$ cat config.mk
export PLATFORM = sky130hd
export DESIGN_NAME = plic_core
export DESIGN_NICKNAME = d
export VERILOG_FILES = /design/src/rtl/plic_core.sv
export SDC_FILE = /design/constraint.sdc
export NUM_CORES = 1
export LEC_CHECK = 0
export ABC_AREA = 0
export CORE_AREA = 2 2 109 111
export DETAILED_ROUTE_END_ITERATION = 8
export DIE_AREA = 0 0 111 113
export HOLD_SLACK_MARGIN = 0.08
export PLACE_DENSITY = 0.73
export SLEW_MARGIN = 30
export SYNTH_ARGS = -nofsm -noshare
export SYNTH_HDL_FRONTEND = slang
export SYNTH_SLANG_ARGS = --single-unit
$ cat constraint.sdc
create_clock -name clk -period 18.55 [get_ports clk]
set_input_delay 1.855 -clock clk [delete_from_list [all_inputs] [get_ports clk]]
set_output_delay 1.855 -clock clk [all_outputs]
set_load 0.05 [all_outputs]
$ cat src/rtl/plic_core.sv
module plic_core #(
  parameter int NSRC   = 7,
  parameter int NTGT   = 2,
  parameter int PRIO_W = 3
) (
  input  logic             clk,
  input  logic             rst_n,
  input  logic [NSRC-1:0]  src_i,
  input  logic             bus_en,
  input  logic             bus_we,
  input  logic [11:0]      bus_addr,
  input  logic [31:0]      bus_wdata,
  output logic [31:0]      bus_rdata,
  output logic [NTGT-1:0]  irq_o
);
  localparam int ID_W = $clog2(NSRC + 1);

  logic [PRIO_W-1:0] prio [NSRC:1];
  logic [NSRC:1]     en   [NTGT];
  logic [PRIO_W-1:0] thr  [NTGT];
  logic [NSRC:1]     pend, busy;
  logic [ID_W-1:0]   win_id [NTGT];
  logic [PRIO_W-1:0] win_pr [NTGT];
  logic [31:0]       rd_next;

  wire       rd  = bus_en & ~bus_we;
  wire       wr  = bus_en &  bus_we;
  wire [3:0] grp = bus_addr[11:8];
  wire [7:0] idx = bus_addr[7:0];

  always_comb begin
    for (int t = 0; t < NTGT; t++) begin
      win_id[t] = '0;
      win_pr[t] = '0;
      for (int s = 1; s <= NSRC; s++)
        if (pend[s] && en[t][s] && prio[s] > win_pr[t]) begin
          win_pr[t] = prio[s];
          win_id[t] = ID_W'(s);
        end
    end
  end

  always_comb
    for (int t = 0; t < NTGT; t++) irq_o[t] = win_pr[t] > thr[t];

  always_comb begin
    rd_next = '0;
    case (grp)
      4'd0: begin
        if (idx == 8'h80) rd_next = 32'({pend, 1'b0});
        for (int s = 1; s <= NSRC; s++)
          if (idx == 8'(s)) rd_next = 32'(prio[s]);
      end
      4'd1: for (int t = 0; t < NTGT; t++) if (idx == 8'(t)) rd_next = 32'({en[t], 1'b0});
      4'd2: for (int t = 0; t < NTGT; t++) if (idx == 8'(t)) rd_next = 32'(thr[t]);
      4'd3: for (int t = 0; t < NTGT; t++) if (idx == 8'(t)) rd_next = 32'(win_id[t]);
      default: rd_next = '0;
    endcase
  end

  always_ff @(posedge clk) begin
    if (!rst_n) begin
      pend      <= '0;
      busy      <= '0;
      bus_rdata <= '0;
      for (int s = 1; s <= NSRC; s++) prio[s] <= '0;
      for (int t = 0; t < NTGT; t++) begin
        en[t]  <= '0;
        thr[t] <= '0;
      end
    end else begin
      for (int s = 1; s <= NSRC; s++) begin
        if (wr && grp == 4'd3 && idx < 8'(NTGT) && bus_wdata == 32'(s))
          busy[s] <= 1'b0;
        if (src_i[s-1] && !busy[s]) begin
          pend[s] <= 1'b1;
          busy[s] <= 1'b1;
        end
      end
      if (rd) begin
        bus_rdata <= rd_next;
        if (grp == 4'd3)
          for (int t = 0; t < NTGT; t++)
            if (idx == 8'(t))
              for (int s = 1; s <= NSRC; s++)
                if (win_id[t] == ID_W'(s)) pend[s] <= 1'b0;
      end
      if (wr) begin
        if (grp == 4'd0)
          for (int s = 1; s <= NSRC; s++)
            if (idx == 8'(s)) prio[s] <= bus_wdata[PRIO_W-1:0];
        for (int t = 0; t < NTGT; t++)
          if (idx == 8'(t)) begin
            if (grp == 4'd1) en[t]  <= bus_wdata[NSRC:1];
            if (grp == 4'd2) thr[t] <= bus_wdata[PRIO_W-1:0];
          end
      end
    end
  end
endmodule


Word-level counts from Yosys, hierarchy flattened
Memory sizes are Yosys's and may differ from the RTL's.
Index checks and enable logic that the tools add are counted.
{ "op_classes": {"mux": 147, "n_mul": 0, "n_lt_le_gt_ge": 16, "div_mod_pow": 0, "n_shift": 0, "eq_ne": 32, "reduce_logical": 60, "bitwise_logic": 14, "addsub": 0} }
{ "ops": {"columns": ["cell", "n"], "rows": [
  ["2-to-1 mux 32 bit", 10],
  ["equality test 32 x 3 -> 1 bit, second input constant", 4],
  ["one-hot mux 32 bit (4 select lines)", 1],
  ["2-to-1 mux 3 bit", 37],
  ["2-to-1 mux 1 bit", 91],
  ["equality test 32 x 2 -> 1 bit, second input constant", 2],
  ["logical AND 1 bit", 44],
  ["greater-than comparator 3 bit", 14],
  ["2-to-1 mux 7 bit", 6],
  ["equality test 32 x 1 -> 1 bit, second input constant", 1],
  ["equality test 8 x 3 -> 1 bit, second input constant", 4],
  ["equality test 3 bit, second input constant", 8],
  ["equality test 8 x 2 -> 1 bit, second input constant", 2],
  ["2-to-1 mux 8 bit", 2],
  ["nonzero test 2 bit", 7],
  ["equality test 3 x 2 -> 1 bit, second input constant", 4],
  ["OR 1 bit", 11],
  ["equality test 4 x 2 -> 1 bit, second input constant", 2],
  ["equality test 8 x 1 -> 1 bit, second input constant", 1],
  ["equality test 8 bit, second input constant", 1],
  ["zero test 8 bit", 1],
  ["< comparator 8 x 2 -> 1 bit, second input constant", 1],
  ["zero test 1 bit", 7],
  ["equality test 3 x 1 -> 1 bit, second input constant", 2],
  ["5 further kinds", 6]
]} }
{ "totals": {"ram_bits": 41, "mem_bits_ro": 0, "wordCells": 281, "input_bits": 55, "latchBits": 0, "out_inout_bits": 34, "ff_bits": 46, "memories": 3} }
{ "memory_table": {"columns": ["memory", "words", "width", "rd", "rd_ports_with_merged_regs", "wr", "line", "rtl"], "rows": [
  ["prio", 7, 3, 7, 0, 7, "18", "logic [PRIO_W-1:0] prio [NSRC:1];"],
  ["en", 2, 7, 2, 0, 2, "19", "logic [NSRC:1] en [NTGT];"],
  ["thr", 2, 3, 2, 0, 2, "20", "logic [PRIO_W-1:0] thr [NTGT];"]
]} }

Longest topological paths before layout
An unclocked memory read counts as a cell.
{ "logic_depth": {"word_depth": 29, "mapped_depth": 48, "depth_no_buf": 47} }

Worst setup path before layout
No wires, ideal clock.
{ "synth_timing": {"kind": "register -> output", "from": "memory en[0][7] (netlist name)", "to": "output irq_o[1]", "t_required_ns": 16.695, "stages_incl_launch_ff": 42, "arrival_time_ns": 9.203, "n_path_buf": 0, "setup_slack_ns": 7.492, "path_cell_list": "edfxtp_1 > and3_1 > ha_1 > inv_1 > a21o_1 > a21oi_2 > a311oi_2 > mux2_2 > ha_1 > inv_1 > a21o_1 > a21oi_1 > a311oi_1 > mux2_2 > ha_1 > inv_1 > a21o_1 > a21oi_1 > [6 not listed] > a311oi_1 > mux2_2 > ha_1 > a21o_1 > a21oi_1 > a311oi_1 > mux2_2 > ha_1 > nor2b_1 > o21ai_0 > nand2b_1 > nand4_1 > nor2_1 > a21oi_1 > ha_1 > a21o_1 > a21oi_1 > a31oi_1"} }
{ "synth_lines": {"columns": ["element", "line", "rtl"], "rows": [
  ["start: declaration", "19", null],
  ["end: declaration", "14", "output logic [NTGT-1:0] irq_o"]
]} }

Final worst setup path
{ "layout_timing": {"from": "register pend[1] (netlist name)", "to": "output irq_o[1]"} }
{ "layout_between": {"elab_chain_len": 22} }
{ "layout_lines": {"columns": ["element", "line", "rtl"], "rows": [
  ["start: declaration", "21", "logic [NSRC:1] pend, busy;"],
  ["start signal: assignment", "63", "pend <= '0;"],
  ["start signal: indexed assignment", "76", "pend[s] <= 1'b1;"],
  ["start signal: indexed assignment", "86", "if (win_id[t] == ID_W'(s)) pend[s] <= 1'b0;"],
  ["logical AND 1 bit (*) (2 in a row)", "36", "if (pend[s] && en[t][s] && prio[s] > win_pr[t]) begin"],
  ["2-to-1 mux 3 bit (*)", "36", null],
  ["greater-than comparator 3 bit", "36", null],
  ["logical AND 1 bit", "36", null],
  ["2-to-1 mux 3 bit (*)", "36", null],
  ["greater-than comparator 3 bit", "36", null],
  ["logical AND 1 bit", "36", null],
  ["2-to-1 mux 3 bit (*)", "36", null],
  ["[5 not listed]", null, null],
  ["2-to-1 mux 3 bit (*)", "36", null],
  ["greater-than comparator 3 bit", "36", null],
  ["logical AND 1 bit", "36", null],
  ["2-to-1 mux 3 bit (*)", "36", null],
  ["greater-than comparator 3 bit", "36", null],
  ["logical AND 1 bit", "36", null],
  ["2-to-1 mux 3 bit (*)", "36", null],
  ["greater-than comparator 3 bit (*)", "44", "for (int t = 0; t < NTGT; t++) irq_o[t] = win_pr[t] > thr[t];"]
]} }
Mark *: on every way between the ends. The rest lies on a longest branch, timed or not.

==> impl_results.html <==
<table>
<tr><th>Metric</th><th>Value</th></tr>
<tr><th colspan="2">Outcome</th></tr>
<tr><td>Result of the run</td><td>completed</td></tr>
<tr><th colspan="2">Power and ir drop</th></tr>
<tr><td>Psw</td><td>between 100 and 150 µW</td></tr>
<tr><td>Leakage power of the design</td><td>around 2.4 nW</td></tr>
<tr><td>Relative contribution of combinational cells to total power</td><td>roughly 25%</td></tr>
<tr><td>Fraction of power consumed by the clock network</td><td>between 30 and 40%</td></tr>
<tr><td>Areal power density over the cells</td><td>a little over 70 mW/mm²</td></tr>
<tr><td>Internal</td><td>roughly 310 µW</td></tr>
<tr><td>Power share of the sequential group</td><td>a little under two fifths</td></tr>
<tr><td>Worst vdd rail ir drop</td><td>69.63 µV</td></tr>
<tr><td>Switching fraction of total power</td><td>30.27%</td></tr>
<tr><th colspan="2">Placed design</th></tr>
<tr><td>Area after detailed placement</td><td>around 0.006 mm²</td></tr>
<tr><td>Placed Cells incl. Taps</td><td>~780</td></tr>
<tr><td>Pre-CTS setup slack</td><td>6.193 ns</td></tr>
<tr><td>Number of port buffers</td><td>64</td></tr>
<tr><td>HPWL after DPL</td><td>around 12000 µm</td></tr>
<tr><td>GP Congestion</td><td>approximately 0.9</td></tr>
<tr><th colspan="2">Setup path</th></tr>
<tr><td>Endpoint class of the critical path</td><td>output port</td></tr>
<tr><td>Category of the most critical setup path</td><td>reg -&gt; out</td></tr>
<tr><td>R2R cell count</td><td>between 40 and 50</td></tr>
<tr><td>Most Frequent Cell on Critical Path</td><td>ha_1</td></tr>
<tr><td>Max FO, Critical Path</td><td>10</td></tr>
<tr><td>Critical path data arrival time</td><td>~11 ns</td></tr>
<tr><td>Required time reported for the critical path endpoint</td><td>~17 ns</td></tr>
<tr><td>Critical Path Slowest Stage Cell</td><td>clkdlybuf4s50_1</td></tr>
<tr><td>Delay of the slowest cell on the worst path</td><td>0.82 ns</td></tr>
<tr><td>Nature of the critical path startpoint</td><td>flop</td></tr>
<tr><th colspan="2">Global routing</th></tr>
<tr><td>Final global-route overflow total</td><td>0</td></tr>
<tr><td>GRT Resource Usage Total</td><td>24.39%</td></tr>
<tr><td>Number of antenna violations at the first check in global routing</td><td>0</td></tr>
<tr><td>Global-route wire length before repair</td><td>between 20000 and 25000 µm</td></tr>
<tr><td>Via count of the first global-routing pass</td><td>4797</td></tr>
<tr><td>Pin count of the biggest net entering global routing</td><td>39</td></tr>
<tr><th colspan="2">Synthesis</th></tr>
<tr><td>Compound-Gate Fraction of Synth Area</td><td>22.16%</td></tr>
<tr><td>Synth Area per Inst</td><td>a little under 9 µm²</td></tr>
<tr><td>Sequential-to-total area share from yosys stat</td><td>around 32%</td></tr>
<tr><td>Main combinational cell family by area after synthesis</td><td>simple AND/OR/NAND/NOR gates</td></tr>
<tr><td>Post-synthesis simple-gate area fraction</td><td>between 20% and 30%</td></tr>
<tr><td>Most area-hungry cell type in the Yosys netlist</td><td>edfxtp_1</td></tr>
<tr><td>Ranking of synthesized cells by area</td><td>edfxtp_1 24%, ha_1 8.9%, dfxtp_1 8.5%</td></tr>
<tr><td>Most repeated cell in the gate-level netlist after synthesis</td><td>nor2_1</td></tr>
<tr><td>Synthesized-area fraction occupied by adder cells</td><td>between 8 and 9%</td></tr>
<tr><td>Post-synthesis cell type count</td><td>83</td></tr>
<tr><td>Number of register bits inferred by synthesis</td><td>63</td></tr>
<tr><td>Area share of xor/xnor cells in the synthesized design</td><td>less than 1%</td></tr>
<tr><td>Synthesized instance count</td><td>around 600</td></tr>
<tr><td>Most frequent cells after synthesis</td><td>52 x nor2_1, 48 x nand2_1, 41 x edfxtp_1</td></tr>
<tr><td>Area of the mapped netlist</td><td>roughly 0.0052 mm²</td></tr>
<tr><td>Synth warn</td><td>0</td></tr>
<tr><td>Count of flip-flops with a built-in enable after synthesis</td><td>41</td></tr>
<tr><td>Most used flip-flop cell after synthesis</td><td>edfxtp_1</td></tr>
<tr><td>Share of flip-flops with an asynchronous set or reset after synthesis</td><td>0%</td></tr>
<tr><td>Share of Yosys cell area claimed by the top area cell type</td><td>between 20% and 30%</td></tr>
<tr><td>Multiplexer area fraction after synthesis</td><td>around 7%</td></tr>
<tr><th colspan="2">Cells and area</th></tr>
<tr><td>Number of diodes</td><td>0</td></tr>
<tr><td>Number of nets in the layout</td><td>742</td></tr>
<tr><td>Syn-to-layout area delta</td><td>18.97%</td></tr>
<tr><td>Share of post-route cells with drive strength above 1</td><td>9.160%</td></tr>
<tr><td>Finished layout cell area</td><td>slightly above 0.006 mm²</td></tr>
<tr><td>Non-filler cells in the finished layout</td><td>about 800</td></tr>
<tr><th colspan="2">Timing</th></tr>
<tr><td>Setup ws final</td><td>just under 6 ns</td></tr>
<tr><td>Worst slew margin</td><td>approximately 38%</td></tr>
<tr><td>Fin Clk Skew</td><td>between 0.007 and 0.008 ns</td></tr>
<tr><td>Total count of hold-check failures in the final report</td><td>0</td></tr>
<tr><td>Setup TNS</td><td>0 ns</td></tr>
<tr><td>Final slew viol count</td><td>0</td></tr>
<tr><td>Maximum clock frequency</td><td>a little under 80 MHz</td></tr>
<tr><td>Final count of negative-setup-slack endpoints</td><td>0</td></tr>
<tr><td>Final Critical Period</td><td>about 13 ns</td></tr>
<tr><td>Unrepaired setup endpoints after global routing</td><td>no</td></tr>
<tr><td>Final cycle utilization of the critical path</td><td>between 60 and 70%</td></tr>
<tr><td>Slew @ Worst Pin</td><td>about 0.93 ns</td></tr>
<tr><td>Worst hold margin</td><td>approximately 0.45 ns</td></tr>
<tr><th colspan="2">Clock tree</th></tr>
<tr><td>Number of levels the H-tree was split into</td><td>3</td></tr>
<tr><td>Cell at the root of the clock tree</td><td>clkbuf_16</td></tr>
<tr><td>Sinks on Clock Net</td><td>between 60 and 70</td></tr>
<tr><td>Number of buffers created by CTS</td><td>9</td></tr>
<tr><td>Clock tree from TritonCTS</td><td>built</td></tr>
<tr><td>Number of buffers added to fix hold violations after cts</td><td>0</td></tr>
<tr><td>PostCTS Resize Cnt</td><td>0</td></tr>
<tr><td>Clock input transition at the sequential cells of the worst setup and hold paths</td><td>about 0.05 ns</td></tr>
<tr><td>Post-CTS Setup Repair Bufs</td><td>0</td></tr>
<tr><td>Deepest clock path buffer count</td><td>2</td></tr>
<tr><td>Clock latency on the worst-skew pair</td><td>0.33 ns</td></tr>
<tr><th colspan="2">Detailed routing</th></tr>
<tr><td>Antenna violation net count after detailed routing</td><td>0</td></tr>
<tr><td>Vias after detailed routing</td><td>roughly 5k</td></tr>
<tr><td>Wire length after detailed routing</td><td>around 15000 µm</td></tr>
<tr><td>DR iter-0 viols</td><td>between 400 and 500</td></tr>
<tr><td>First-pass iteration count of the detailed router</td><td>5</td></tr>
<tr><td>Routed wirelength normalized by instance count</td><td>between 15 and 20 µm</td></tr>
<tr><td>Per-cell via count in the routed design</td><td>about 6.1</td></tr>
<tr><td>DR DRC count</td><td>0</td></tr>
<tr><th colspan="2">Die</th></tr>
<tr><td>Number of I/O pins</td><td>approximately 90</td></tr>
<tr><td>Starting density of the core</td><td>a little under half</td></tr>
<tr><td>DIE AREA</td><td>around 0.013 mm²</td></tr>
<tr><td>Count of standard-cell rows</td><td>39</td></tr>
<tr><td>Core Box Area</td><td>0.01127 mm²</td></tr>
<tr><td>Width of the die</td><td>~110 µm</td></tr>
<tr><td>Y dimension of the die</td><td>around 110 µm</td></tr>
<tr><th colspan="2">Hold path</th></tr>
<tr><td>Class of the tightest hold or removal check</td><td>reg -&gt; reg</td></tr>
<tr><td>Number of cells on the worst hold path</td><td>1</td></tr>
<tr><th colspan="2">Flow run</th></tr>
<tr><td>Number of violations of the max-capacitance limit</td><td>0</td></tr>
</table>
## through the flow
| stage | util, % | total power, mW |
|---|---|---|
| 3_3_place_gp | 52.14 | 0.2740 |
| 6_report | 54.78 | 0.4420 |
| 3_5_place_dp | 52.14 | 0.2780 |
| 2_1_floorplan | - | 0.2458 |
| 4_1_cts | 54.72 | 0.4414 |
| 5_1_grt | 54.78 | 0.4601 |
## final cells by class
| class | instances | area, µm² |
|---|---|---|
| Fill cell | 1015 | 5097 |
| Multi-Input combinational cell | 477 | 3249 |
| Sequential cell | 63 | 1672 |
| Timing Repair Buffer | 67 | 663.1 |
| Clock buffer | 12 | 246.5 |
| Tap cell | 143 | 178.9 |
| Inverter | 32 | 120.1 |
| Clock inverter | 4 | 45.04 |
## final timing paths
kind	startpoint	end	slack (ns)
setup / recovery	pend[1]	irq_o[1]	5.79
hold / removal	busy[7]	busy[7]	0.45
hold reg to reg	busy[7]	busy[7]	0.45
setup reg to reg	pend[1]	pend[4]	8.45
## flip-flops by register name, summed over array words and instances (netlist names)
register and flops:
thr 6, en 14, pend 7, bus_rdata 8, prio 21, busy 7
## worst max-delay path: cells and delay by family, from the launching register on
| family | cells | cell delay (ns) |
|---|---|---|
| compound gates | 20 | 4.30 |
| mux | 5 | 2.02 |
| fa+ha+maj | 7 | 1.86 |
| buf+inv | 4 | 0.99 |
| simple gates | 5 | 0.89 |
| flops | 1 | 0.51 |
## metal layers
| metal | up-vias | GRT usage [%] | share of wire, % |
|---|---|---|---|
| met5 | - | 0 | 0 |
| met3 | 48 | 4.499 | 8.2 |
| li1 | 2275 | - | - |
| met1 | 2279 | 29.00 | 39 |
| met4 | 0 | 11.25 | 3.8 |
| met2 | 277 | 42.99 | 49 |
## logic make-up (layout without fill, tap and decap cells)
family	count (synthesis)	count (layout)
xor gates and xnor gates	2	2
DFF	63	63
adders and majority gates	37	37
muxes	33	33
buffers and inverters	70	115
other	1	24
and+or+nand+nor	222	222
AOI/OAI and AO/OA	159	159
## power by group through the flow
stage | Sequential [mW] | Clock, mW | Combinational, mW
2_1_floorplan | 0.164 | 0 | 0.0820
3_3_place_gp | 0.168 | 0 | 0.106
3_5_place_dp | 0.168 | 0 | 0.110
4_1_cts | 0.166 | 0.165 | 0.111
5_1_grt | 0.167 | 0.172 | 0.122
6_report | 0.166 | 0.165 | 0.111
## cell usage in the layout, fill, tap and decap left out, types with 5 or more instances in the layout
| cell type | Yosys | routed |
|---|---|---|
| a22o_1 | 5 | 5 |
| nor3_1 | 12 | 12 |
| ha_1 | 37 | 37 |
| conb_1 | 1 | 24 |
| a21o_1 | 11 | 11 |
| inv_1 | 32 | 32 |
| clkbuf_16 | 0 | 9 |
| nor2b_1 | 12 | 12 |
| clkdlybuf4s50_1 | 0 | 64 |
| nor2_1 | 52 | 52 |
| and2_1 | 24 | 24 |
| mux2i_1 | 19 | 19 |
| edfxtp_1 | 41 | 41 |
| dfxtp_1 | 22 | 22 |
| mux2_2 | 12 | 12 |
| nor4_1 | 9 | 8 |
| o21ai_0 | 38 | 37 |
| nand2_1 | 48 | 48 |
| o21a_1 | 5 | 5 |
| nand4_1 | 6 | 6 |
| a311oi_1 | 6 | 6 |
| o211ai_1 | 5 | 5 |
| nand3_1 | 22 | 22 |
| a21oi_1 | 31 | 31 |
| o31ai_1 | 6 | 6 |
| nand2b_1 | 5 | 5 |
| nand3b_1 | 7 | 7 |
No activity file was read; power rests on OpenSTA's default activity.
